==> src/rtl/bcm_scan_pkg.sv <==
package bcm_scan_pkg;

    typedef enum logic [3:0] {
        S_COUNT,
        S_PIXEL,
        S_SETUP,
        S_CLK,
        S_SKIP,
        S_ROW,
        S_TICK,
        S_LATCH,
        S_HOLD
    } scan_state_t;

endpackage

==> src/rtl/bcm_word_unpacker.sv <==
module bcm_word_unpacker #(
    parameter int WORD_BYTES = 4
) (
    input  logic                      clk,
    input  logic                      rst_n,
    input  logic [8*WORD_BYTES-1:0]   in_word,
    input  logic                      in_valid,
    input  logic                      accept_en,
    output logic                      in_ready,
    output logic [7:0]                byte_data,
    output logic                      byte_valid,
    input  logic                      byte_take
);
    localparam int WW = 8 * WORD_BYTES;
    localparam int CW = $clog2(WORD_BYTES + 1);

    logic [WW-1:0] word_q;
    logic [CW-1:0] left_q;

    assign byte_valid = (left_q != '0);
    assign byte_data  = word_q[7:0];
    assign in_ready   = accept_en && ((left_q == '0) || ((left_q == CW'(1)) && byte_take));

    always_ff @(posedge clk) begin
        if (!rst_n) begin
            word_q <= '0;
            left_q <= '0;
        end else if (in_valid && in_ready) begin
            word_q <= in_word;
            left_q <= CW'(WORD_BYTES);
        end else if (byte_take) begin
            word_q <= word_q >> 8;
            left_q <= left_q - CW'(1);
        end
    end

    // the controller never pulls a byte that is not there
    a_r2_take_has_byte: assert property (@(posedge clk) disable iff (!rst_n)
        byte_take |-> byte_valid);

endmodule

==> src/rtl/bcm_hold_timer.sv <==
module bcm_hold_timer #(
    parameter int TICK_W   = 24,
    parameter int PRESCALE = 4
) (
    input  logic              clk,
    input  logic              rst_n,
    input  logic              load,
    input  logic [TICK_W-1:0] load_val,
    input  logic              run,
    output logic              done
);
    localparam int PW = (PRESCALE > 1) ? $clog2(PRESCALE) : 1;

    logic [PW-1:0]     pre_q;
    logic [TICK_W-1:0] left_q;
    logic              strobe;

    assign strobe = run && (pre_q == PW'(PRESCALE - 1));
    assign done   = strobe && (left_q == TICK_W'(1));

    always_ff @(posedge clk) begin
        if (!rst_n) begin
            pre_q <= '0;
        end else if (!run || strobe) begin
            pre_q <= '0;
        end else begin
            pre_q <= pre_q + PW'(1);
        end
    end

    always_ff @(posedge clk) begin
        if (!rst_n) begin
            left_q <= '0;
        end else if (load) begin
            left_q <= load_val;
        end else if (strobe) begin
            left_q <= left_q - TICK_W'(1);
        end
    end

    // a tick is never counted past zero
    a_r7_no_underflow: assert property (@(posedge clk) disable iff (!rst_n)
        strobe |-> (left_q != '0));

endmodule

==> src/rtl/bcm_record_fsm.sv <==
module bcm_record_fsm
    import bcm_scan_pkg::*;
#(
    parameter int PIX_SLOTS  = 53,
    parameter int PAD_BYTES  = 2,
    parameter int ROW_BITS   = 4,
    parameter int TICK_BYTES = 3
) (
    input  logic                    clk,
    input  logic                    rst_n,
    input  logic [7:0]              byte_data,
    input  logic                    byte_valid,
    output logic                    byte_take,
    output logic                    timer_load,
    output logic [8*TICK_BYTES-1:0] timer_val,
    output logic                    timer_run,
    input  logic                    hold_done,
    output logic                    col_clk,
    output logic                    col_r,
    output logic                    col_g,
    output logic                    col_b,
    output logic                    col_latch,
    output logic                    blank,
    output logic [ROW_BITS-1:0]     row_addr
);
    localparam int TW        = 8 * TICK_BYTES;
    localparam int PIX_LAST  = PIX_SLOTS;
    localparam int PAD_LAST  = PIX_SLOTS + PAD_BYTES;
    localparam int ROW_IDX   = PAD_LAST + 1;
    localparam int TICK_LAST = ROW_IDX + TICK_BYTES;
    localparam int REC_BYTES = TICK_LAST + 1;
    localparam int IDXW      = $clog2(REC_BYTES + 1);

    scan_state_t         state_q, state_d, after_pix;
    logic [IDXW-1:0]     idx_q;
    logic [7:0]          cnt_q;
    logic [2:0]          rgb_q;
    logic [ROW_BITS-1:0] row_next_q, row_q;
    logic [TW-1:0]       tick_q;
    logic                pix_live;

    assign after_pix = (PAD_BYTES > 0) ? S_SKIP : S_ROW;
    assign pix_live  = (int'(idx_q) - 1) <= int'(cnt_q);

    // state register
    always_ff @(posedge clk) begin
        if (!rst_n) state_q <= S_COUNT;
        else        state_q <= state_d;
    end

    // next state
    always_comb begin
        state_d = state_q;
        unique case (state_q)
            S_COUNT: if (byte_valid) state_d = S_PIXEL;
            S_PIXEL: if (byte_valid) begin
                if (pix_live)                         state_d = S_SETUP;
                else if (idx_q == IDXW'(PIX_LAST))    state_d = after_pix;
            end
            S_SETUP: state_d = S_CLK;
            S_CLK:   state_d = (idx_q == IDXW'(PIX_LAST + 1)) ? after_pix : S_PIXEL;
            S_SKIP:  if (byte_valid && idx_q == IDXW'(PAD_LAST)) state_d = S_ROW;
            S_ROW:   if (byte_valid) state_d = S_TICK;
            S_TICK:  if (byte_valid && idx_q == IDXW'(TICK_LAST)) state_d = S_LATCH;
            S_LATCH: state_d = (tick_q == '0) ? S_COUNT : S_HOLD;
            S_HOLD:  if (hold_done) state_d = S_COUNT;
            default: state_d = S_COUNT;
        endcase
    end

    always_comb begin
        unique case (state_q)
            S_COUNT, S_PIXEL, S_SKIP, S_ROW, S_TICK: byte_take = byte_valid;
            default:                                  byte_take = 1'b0;
        endcase
    end

    // field capture
    always_ff @(posedge clk) begin
        if (!rst_n) begin
            idx_q      <= '0;
            cnt_q      <= '0;
            rgb_q      <= '0;
            row_next_q <= '0;
            row_q      <= '0;
            tick_q     <= '0;
        end else begin
            if (state_q == S_LATCH) begin
                idx_q <= '0;
            end else if (byte_take) begin
                idx_q <= idx_q + IDXW'(1);
            end
            if (byte_take) begin
                unique case (state_q)
                    S_COUNT: cnt_q <= byte_data;
                    S_PIXEL: if (pix_live) rgb_q <= byte_data[2:0];
                    S_ROW:   row_next_q <= byte_data[ROW_BITS-1:0];
                    S_TICK: begin
                        tick_q <= (tick_q >> 8) | (TW'(byte_data) << (TW - 8));
                        if (idx_q == IDXW'(TICK_LAST)) row_q <= row_next_q;
                    end
                    default: ;
                endcase
            end
        end
    end

    // outputs
    always_comb begin
        col_clk    = (state_q == S_CLK);
        col_latch  = (state_q == S_LATCH);
        blank      = (state_q != S_HOLD);
        timer_load = (state_q == S_LATCH);
        timer_run  = (state_q == S_HOLD);
        timer_val  = tick_q;
        col_r      = rgb_q[0];
        col_g      = rgb_q[1];
        col_b      = rgb_q[2];
        row_addr   = row_q;
    end

    // shift clock pulses are one cycle wide
    a_r9_clk_single: assert property (@(posedge clk) disable iff (!rst_n)
        col_clk |=> !col_clk);
    // data held while the clock is high
    a_r9_data_stable: assert property (@(posedge clk) disable iff (!rst_n)
        col_clk |-> $stable({col_b, col_g, col_r}));
    // latch pulse lasts one cycle
    a_r5_latch_single: assert property (@(posedge clk) disable iff (!rst_n)
        col_latch |=> !col_latch);
    // row address moves only while blanked
    a_r6_row_blanked: assert property (@(posedge clk) disable iff (!rst_n)
        !$stable(row_addr) |-> blank);

endmodule

==> src/rtl/bcm_row_scanner.sv <==
module bcm_row_scanner #(
    parameter int WORD_BYTES = 4,
    parameter int PIX_SLOTS  = 53,
    parameter int PAD_BYTES  = 2,
    parameter int ROW_BITS   = 4,
    parameter int TICK_BYTES = 3,
    parameter int PRESCALE   = 4
) (
    input  logic                    clk,
    input  logic                    rst_n,
    input  logic [8*WORD_BYTES-1:0] in_word,
    input  logic                    in_valid,
    output logic                    in_ready,
    output logic                    col_clk,
    output logic                    col_r,
    output logic                    col_g,
    output logic                    col_b,
    output logic                    col_latch,
    output logic                    blank,
    output logic [ROW_BITS-1:0]     row_addr
);
    localparam int TW = 8 * TICK_BYTES;

    logic [7:0]    byte_data;
    logic          byte_valid, byte_take;
    logic          timer_load, timer_run, hold_done;
    logic [TW-1:0] timer_val;

    bcm_word_unpacker #(.WORD_BYTES(WORD_BYTES)) u_unpack (
        .clk        (clk),
        .rst_n      (rst_n),
        .in_word    (in_word),
        .in_valid   (in_valid),
        .accept_en  (!timer_run),
        .in_ready   (in_ready),
        .byte_data  (byte_data),
        .byte_valid (byte_valid),
        .byte_take  (byte_take)
    );

    bcm_record_fsm #(
        .PIX_SLOTS  (PIX_SLOTS),
        .PAD_BYTES  (PAD_BYTES),
        .ROW_BITS   (ROW_BITS),
        .TICK_BYTES (TICK_BYTES)
    ) u_fsm (
        .clk        (clk),
        .rst_n      (rst_n),
        .byte_data  (byte_data),
        .byte_valid (byte_valid),
        .byte_take  (byte_take),
        .timer_load (timer_load),
        .timer_val  (timer_val),
        .timer_run  (timer_run),
        .hold_done  (hold_done),
        .col_clk    (col_clk),
        .col_r      (col_r),
        .col_g      (col_g),
        .col_b      (col_b),
        .col_latch  (col_latch),
        .blank      (blank),
        .row_addr   (row_addr)
    );

    bcm_hold_timer #(.TICK_W(TW), .PRESCALE(PRESCALE)) u_timer (
        .clk      (clk),
        .rst_n    (rst_n),
        .load     (timer_load),
        .load_val (timer_val),
        .run      (timer_run),
        .done     (hold_done)
    );

    // no word is accepted during a lit window
    a_r8_ready_low_lit: assert property (@(posedge clk) disable iff (!rst_n)
        !blank |-> !in_ready);

endmodule

==> config.mk <==
export PLATFORM = sky130hd
export DESIGN_NAME = bcm_row_scanner
export DESIGN_NICKNAME = d
export VERILOG_FILES = /design/src/rtl/bcm_scan_pkg.sv /design/src/rtl/bcm_word_unpacker.sv /design/src/rtl/bcm_hold_timer.sv /design/src/rtl/bcm_record_fsm.sv /design/src/rtl/bcm_row_scanner.sv
export SDC_FILE = /design/constraint.sdc
export NUM_CORES = 1
export LEC_CHECK = 0
export BUFFER_PORTS_ARGS = -buffer_cell sky130_fd_sc_hd__buf_2
export CORE_ASPECT_RATIO = 1.2
export CORE_MARGIN = 2
export CORE_UTILIZATION = 25
export CTS_CLUSTER_DIAMETER = 150
export DETAILED_ROUTE_END_ITERATION = 10
export PLACE_DENSITY = 0.44
export SLEW_MARGIN = 10
export SYNTH_ARGS = -nofsm -noshare
export SYNTH_HDL_FRONTEND = slang
export SYNTH_SLANG_ARGS = --single-unit
==> constraint.sdc <==
create_clock -name clk -period 4 [get_ports clk]
set_input_delay 0.2 -clock clk [delete_from_list [all_inputs] [get_ports clk]]
set_output_delay 0.2 -clock clk [all_outputs]
set_load 0.005 [all_outputs]
# Yosys cells after proc, flatten, opt, wreduce, memory -nomap -nowiden

Cells that the tools add are included.

Add/sub/neg operators: 5
Magnitude comparators: 1
Equality and inequality tests: 23
Muxes and demuxes: 18
Bitwise logic cells: 2
Reduce and logical (&&, ||, !) cells: 26

Operator list:

| kind                                                                   | count |
|---|---|
| 32-bit two-way mux                                                     | 2 |
| 24-bit two-way mux                                                     | 2 |
| 4-bit two-way mux                                                      | 9 |
| 4-bit case mux with 9 select lines                                     | 1 |
| 32-bit by 9-bit <= comparator with 1-bit output                        | 1 |
| 24-bit by 1-bit equality test with 1-bit output, second input constant | 1 |
| 6-bit equality test, second input constant                             | 4 |
| 24-bit logical NOT                                                     | 1 |
| 16-bit by 24-bit bitwise OR with 24-bit output                         | 1 |
| 24-bit by 1-bit subtractor with 24-bit output, second input constant   | 1 |
| 4-bit by 3-bit equality test with 1-bit output, second input constant  | 4 |
| 2-bit by 1-bit != test with 1-bit output, second input constant        | 5 |
| 3-bit two-way mux                                                      | 3 |
| 4-bit by 2-bit equality test with 1-bit output, second input constant  | 2 |
| 1-bit logical AND                                                      | 7 |
| 7-bit AND reduction                                                    | 1 |
| 6-bit by 1-bit subtractor with 7-bit output, second input constant     | 1 |
| 6-bit by 1-bit adder with 6-bit output, second input constant          | 1 |
| 2-bit AND reduction                                                    | 3 |
| 3-bit AND reduction                                                    | 2 |
| 2-bit OR reduction                                                     | 3 |
| 5-bit OR reduction                                                     | 1 |
| 4-bit by 1-bit equality test with 1-bit output, second input constant  | 1 |
| 4-bit equality test, second input constant                             | 1 |
| 15 further kinds                                                       | 17 |

Register bits after elaboration: 114
Input port bits: 35
Output and inout bits: 11
Logic and storage cells: 87

# Logic depth before layout (Yosys ltp)

Depth in word-level cells: 8
Mapped depth: 11
Gate-level depth less buffers: 11

# Cells and area by module

From an unflattened synthesis, not the netlist that was laid out.

Cells, all modules: 680
Area, all modules: 5901.9 sq um

Modules (own cells, without submodules):

| module            | times used | cells an instance | area an instance (sq um) | seq. area each (sq um) |
|---|---|---|---|---|
| bcm_record_fsm    | 1          | 313               | 2557.5                   | 1061.0 |
| bcm_word_unpacker | 1          | 196               | 1881.8                   | 700.7 |
| bcm_hold_timer    | 1          | 170               | 1458.9                   | 520.5 |
| bcm_row_scanner   | 1          | 1                 | 3.8                      | 0.0 |

# Worst setup path after synthesis

Ideal clock, no wire load.

Path type: flip-flop to flip-flop
Start: reg u_fsm.idx_q[0]
End: reg u_fsm.rgb_q[0]
Library setup time: 0.128 ns
Arrival: 2.741 ns
Required time: 3.872 ns
Slack: 1.132 ns
Cell stages (with the launch flop): 12
Path buffers: 0
Period minus slack after synthesis: 2.868 ns
Path through: dfxtp_1 inv_1 ha_1 or3b_2 nor3_1 ha_1 nand4_1 nor2_1 a211o_1 o21ai_0 mux2i_1 nor2_1

Word-level cells in the longest chain between the ends: 3

Ends and longest elaborated chain:

| what                                            | line                 | source |
|---|---|---|
| from (decl)                                     | bcm_record_fsm.sv:35 | `logic [IDXW-1:0] idx_q;` |
| from (signal assigned)                          | bcm_record_fsm.sv:91 | `idx_q <= idx_q + IDXW'(1);` |
| 6-bit by 1-bit subtractor with 7-bit output     | bcm_record_fsm.sv:43 | `assign pix_live = (int'(idx_q) - 1) <= int'(cnt_q);` |
| 32-bit by 9-bit <= comparator with 1-bit output | bcm_record_fsm.sv:43 |  |
| 3-bit AND reduction (no line)                   | --                   |  |
| to (signal assigned)                            | bcm_record_fsm.sv:96 | `S_PIXEL: if (pix_live) rgb_q <= byte_data[2:0];` |
| to (decl)                                       | bcm_record_fsm.sv:37 | `logic [2:0] rgb_q;` |

Every way passes these cells.
A chain may end at the register's enable or synchronous reset.

# Final worst setup path

Start: reg u_fsm.idx_q[0]
End: reg u_fsm.state_q[1]

Word-level cells in the longest chain between the ends: 5
Elaborated cells between the ends (all ways): 14
Classes of those cells: add/sub (1); order compare (1); eq/ne (6); mux (3); reduce/logical (3)

Ends and longest elaborated chain:

| what                                            | line                 | source |
|---|---|---|
| 6-bit by 1-bit subtractor with 7-bit output     | bcm_record_fsm.sv:43 |  |
| 32-bit by 9-bit <= comparator with 1-bit output | bcm_record_fsm.sv:43 |  |
| 4-bit two-way mux                               | bcm_record_fsm.sv:57 | `if (pix_live) state_d = S_SETUP;` |
| 4-bit two-way mux                               | bcm_record_fsm.sv:56 | `S_PIXEL: if (byte_valid) begin` |
| 4-bit case mux with 9 select lines              | bcm_record_fsm.sv:54 | `unique case (state_q)` |
| to (signal assigned)                            | bcm_record_fsm.sv:48 | `else state_q <= state_d;` |
| to (decl)                                       | bcm_record_fsm.sv:34 | `scan_state_t state_q, state_d, after_pix;` |

Several ways; a longest one is shown, not always the timed one. The select of a mux whose other input is x is not followed.

==> metrics <==
status=finished, final reports clean; Pre-antenna DRT Iters=5; DR DRC count=0; io pins=46; Comb pwr share=29.3%; core area=0.0210 sq mm; post-synth top area share=42.6%; synth top area cells=dfxtp_1 (43%), nand2_1 (9.7%), a21oi_1 (7.1%), nor2_1 (4.8%), ha_1 (4.2%); CP max-delay cell=a2111oi_0; Num Clock Sinks=114; worst vdd ir=0.312 mV; Worst R2R End=u_fsm.state_q[1]; Cells after Synth=672; Placer Congestion=0.756; WP buf/inv=1; ANT nets after route=0; skew final=12.0 ps; Clock Pin Slew Worst Setup and Hold Paths=60 ps; synth-to-layout area growth=19.8%; CP startpoint kind=register; nature of the critical path endpoint=register; Peak Freq=304 MHz; worst r2r src=u_fsm.idx_q[0]; prevailing post-synth register cell=dfxtp_1; Slew headroom=20.3%; slowest stage delay, CP=480 ps; crit-path max FO=7; Post-synth EDFFs=0; postcts setup bufs=0; DP Worst Slack=762 ps; sink of the worst hold path=u_unpack.word_q[25]; Reg2Reg Setup Slack=710 ps; CTS tree=built; fin util=30.6%; syn_area_per_cell=7.96 sq um; Final HPWL DP=10800 um; routed vias=4873; vias in the first global route=4821; crit path cell chain=inv_1, ha_1, or3b_2, nor3_1, ha_1, nand4_1, nor2_1, a211o_1, a2111oi_0, nor4_1, a32o_1; antenna cells=0; P per Cell Area=670 mW/mm^2; # nets final=752; post-route cell area=0.00641 sq mm; Clock Latency Late Sink=410 ps; Die W=138 um; CTS resizes=0; cts bufs inserted=17; Post-Synthesis Cell Area=0.00535 sq mm; Max clock buf depth=2; Ys Warns=0; Hold-fix buffers, CTS=0; Die Ht=164 um; post-synth cell types=55; switching share of power=34.6%; data required time of the worst path=4300 ps; grt ovf=0; Routed WL per cell=15.8 um; Post-DP Area=0.00581 sq mm; clock share of power=36.2%; Max H-tree Level=4; Hold Path Class=primary input to register; Final Hold Viols=0; Seq cells post-synth=114; Lkg Pwr=2.36 nW; Hold Startpoint=in_word[25]; Iter 0 DRT Violations=261; Starting Density=25.5%; CP Depth=11; Worst path most repeated cell=ha_1; global-route wire length before repair=25300 um; async set or reset register ratio after synthesis=0%; Least-Margin Pin Slew=1190 ps; largest net degree at the start of global routing=64; Final setup viols=0; R2R cell count=11; initial antenna violation count=0; Total GRT Usage=14.4%; top-count cell post-synth=nand2_1; final slew viol count=0; WP data arrival=3580 ps; minimum clock period=3290 ps; Post-synth top cells=nand2_1 (139), dfxtp_1 (114), a21oi_1 (76); drt via density=4.97; Port-buffer cells=45; Synth area leader=dfxtp_1; RSZ-0062 raised after global routing=false; wirelength, routed=15500 um; CP top delay family=simple AND/OR/NAND/NOR gates; Die Footprint=0.0226 sq mm; Root Driver=clkbuf_16; Internal=2.81 mW; Setup TNS=0 ps; part of the cycle the worst path needs=82.2%; critical path class=register to register; post-synthesis sequential area ratio=42.6%; hold path depth=3; share of post-route cells with drive strength above 1=13.9%; # rows=58; Net Switching=1.49 mW; Sequential Power Share=34.5%; Fill cells=2228; Post-Syn Nets=725; Final WS setup=714 ps; Max Cap Violations=0
logic make-up (layout without fill, tap and decap cells):
group | Yosys count | count (layout) | share of synthesized area [%]
flip-flops | 114 | 114 | 42.6
AO/OA/AOI/OAI | 153 | 153 | 18.6
buffers and inverters | 65 | 104 | 4.75
XOR/XNOR | 10 | 10 | 1.64
adder cells (fa/ha/maj) | 18 | 18 | 4.21
multiplexers | 16 | 16 | 3.02
AND/OR/NAND/NOR | 296 | 296 | 25.2
cells in the final DEF, fill, tap and decap left out, types with 5 or more instances in the layout:
cell | synthesis | layout
a311oi_1 | 24 | 24
a21oi_1 | 76 | 76
nor3_1 | 15 | 15
o211ai_1 | 13 | 13
inv_1 | 20 | 19
nand2_1 | 139 | 139
buf_2 | 2 | 45
nand2b_1 | 5 | 5
nand4_1 | 5 | 5
o21ai_0 | 12 | 12
clkbuf_16 | 0 | 17
nor4_1 | 12 | 12
buf_4 | 0 | 8
nor2_1 | 69 | 69
nand3_1 | 20 | 20
ha_1 | 18 | 18
clkinv_2 | 0 | 5
a211oi_1 | 6 | 5
dfxtp_1 | 114 | 114
mux2i_1 | 15 | 15
xnor2_1 | 5 | 5
xor2_1 | 5 | 5
or3_1 | 5 | 5
flip-flops by register name, summed over array words and instances, names as in the netlist, 4 cells and up:
| signal | flops |
|---|---|
| u_fsm.cnt_q | 8 |
| u_fsm.idx_q | 6 |
| u_fsm.row_addr | 4 |
| u_fsm.row_next_q | 4 |
| u_fsm.state_q | 4 |
| u_fsm.timer_val | 24 |
| u_timer.left_q | 24 |
| u_unpack.word_q | 32 |
per-layer routing:
metal	GRT usage (%)	vias to the layer above	routed length [um]
met5	0	-	0
met1	17.2	2340	6920
met3	4.10	17	514
met4	4.17	0	206
li1	-	2428	-
met2	25.1	88	7890
tightest hold or removal path: stages:
cell,delay [ps]
buf_2,90
nand2_1,40
a21oi_1,50
per-stage QoR:
step	power [mW]	cells	hold WS [ps]
finish	4.30	981	21.7
global route	4.59	981	26.7
CTS	4.34	981	5.75
detailed placement	2.77	950	428
global placement	2.73	950	415
floorplan	2.39	672	317
how the worst max path moves through the flow:
stage	startpoint	endpoint	slack, ps
2_1_floorplan	u_fsm.idx_q[0]	u_fsm.rgb_q[0]	1130
3_3_place_gp	u_fsm.idx_q[0]	u_fsm.rgb_q[2]	940
3_5_place_dp	u_fsm.idx_q[0]	u_fsm.rgb_q[0]	760
4_1_cts	u_fsm.idx_q[0]	u_fsm.state_q[1]	740
5_1_grt	u_fsm.idx_q[0]	u_fsm.state_q[1]	390
6_report	u_fsm.idx_q[0]	u_fsm.state_q[1]	710
cell type report:
| type | count | area, sq um | share of cell area, % |
|---|---|---|---|
| clock inverter | 10 | 131 | 2.05 |
| inverter | 20 | 75.1 | 1.17 |
| timing repair buffer | 53 | 285 | 4.45 |
| sequential | 114 | 2280 | 35.6 |
| multi-input combinational | 493 | 2830 | 44.1 |
| clock buffer | 21 | 470 | 7.34 |
| tap | 270 | 338 | 5.27 |
power by group through the flow:
stage                     clock, mW  combinational, mW  sequential [mW]
after floorplan                   0              0.965             1.43
after global placement            0               1.23             1.50
after detailed placement          0               1.26             1.51
after CTS                      1.59               1.27             1.48
after global routing           1.64               1.44             1.51
final                          1.56               1.26             1.48
No activity file was read; power rests on OpenSTA's default activity.
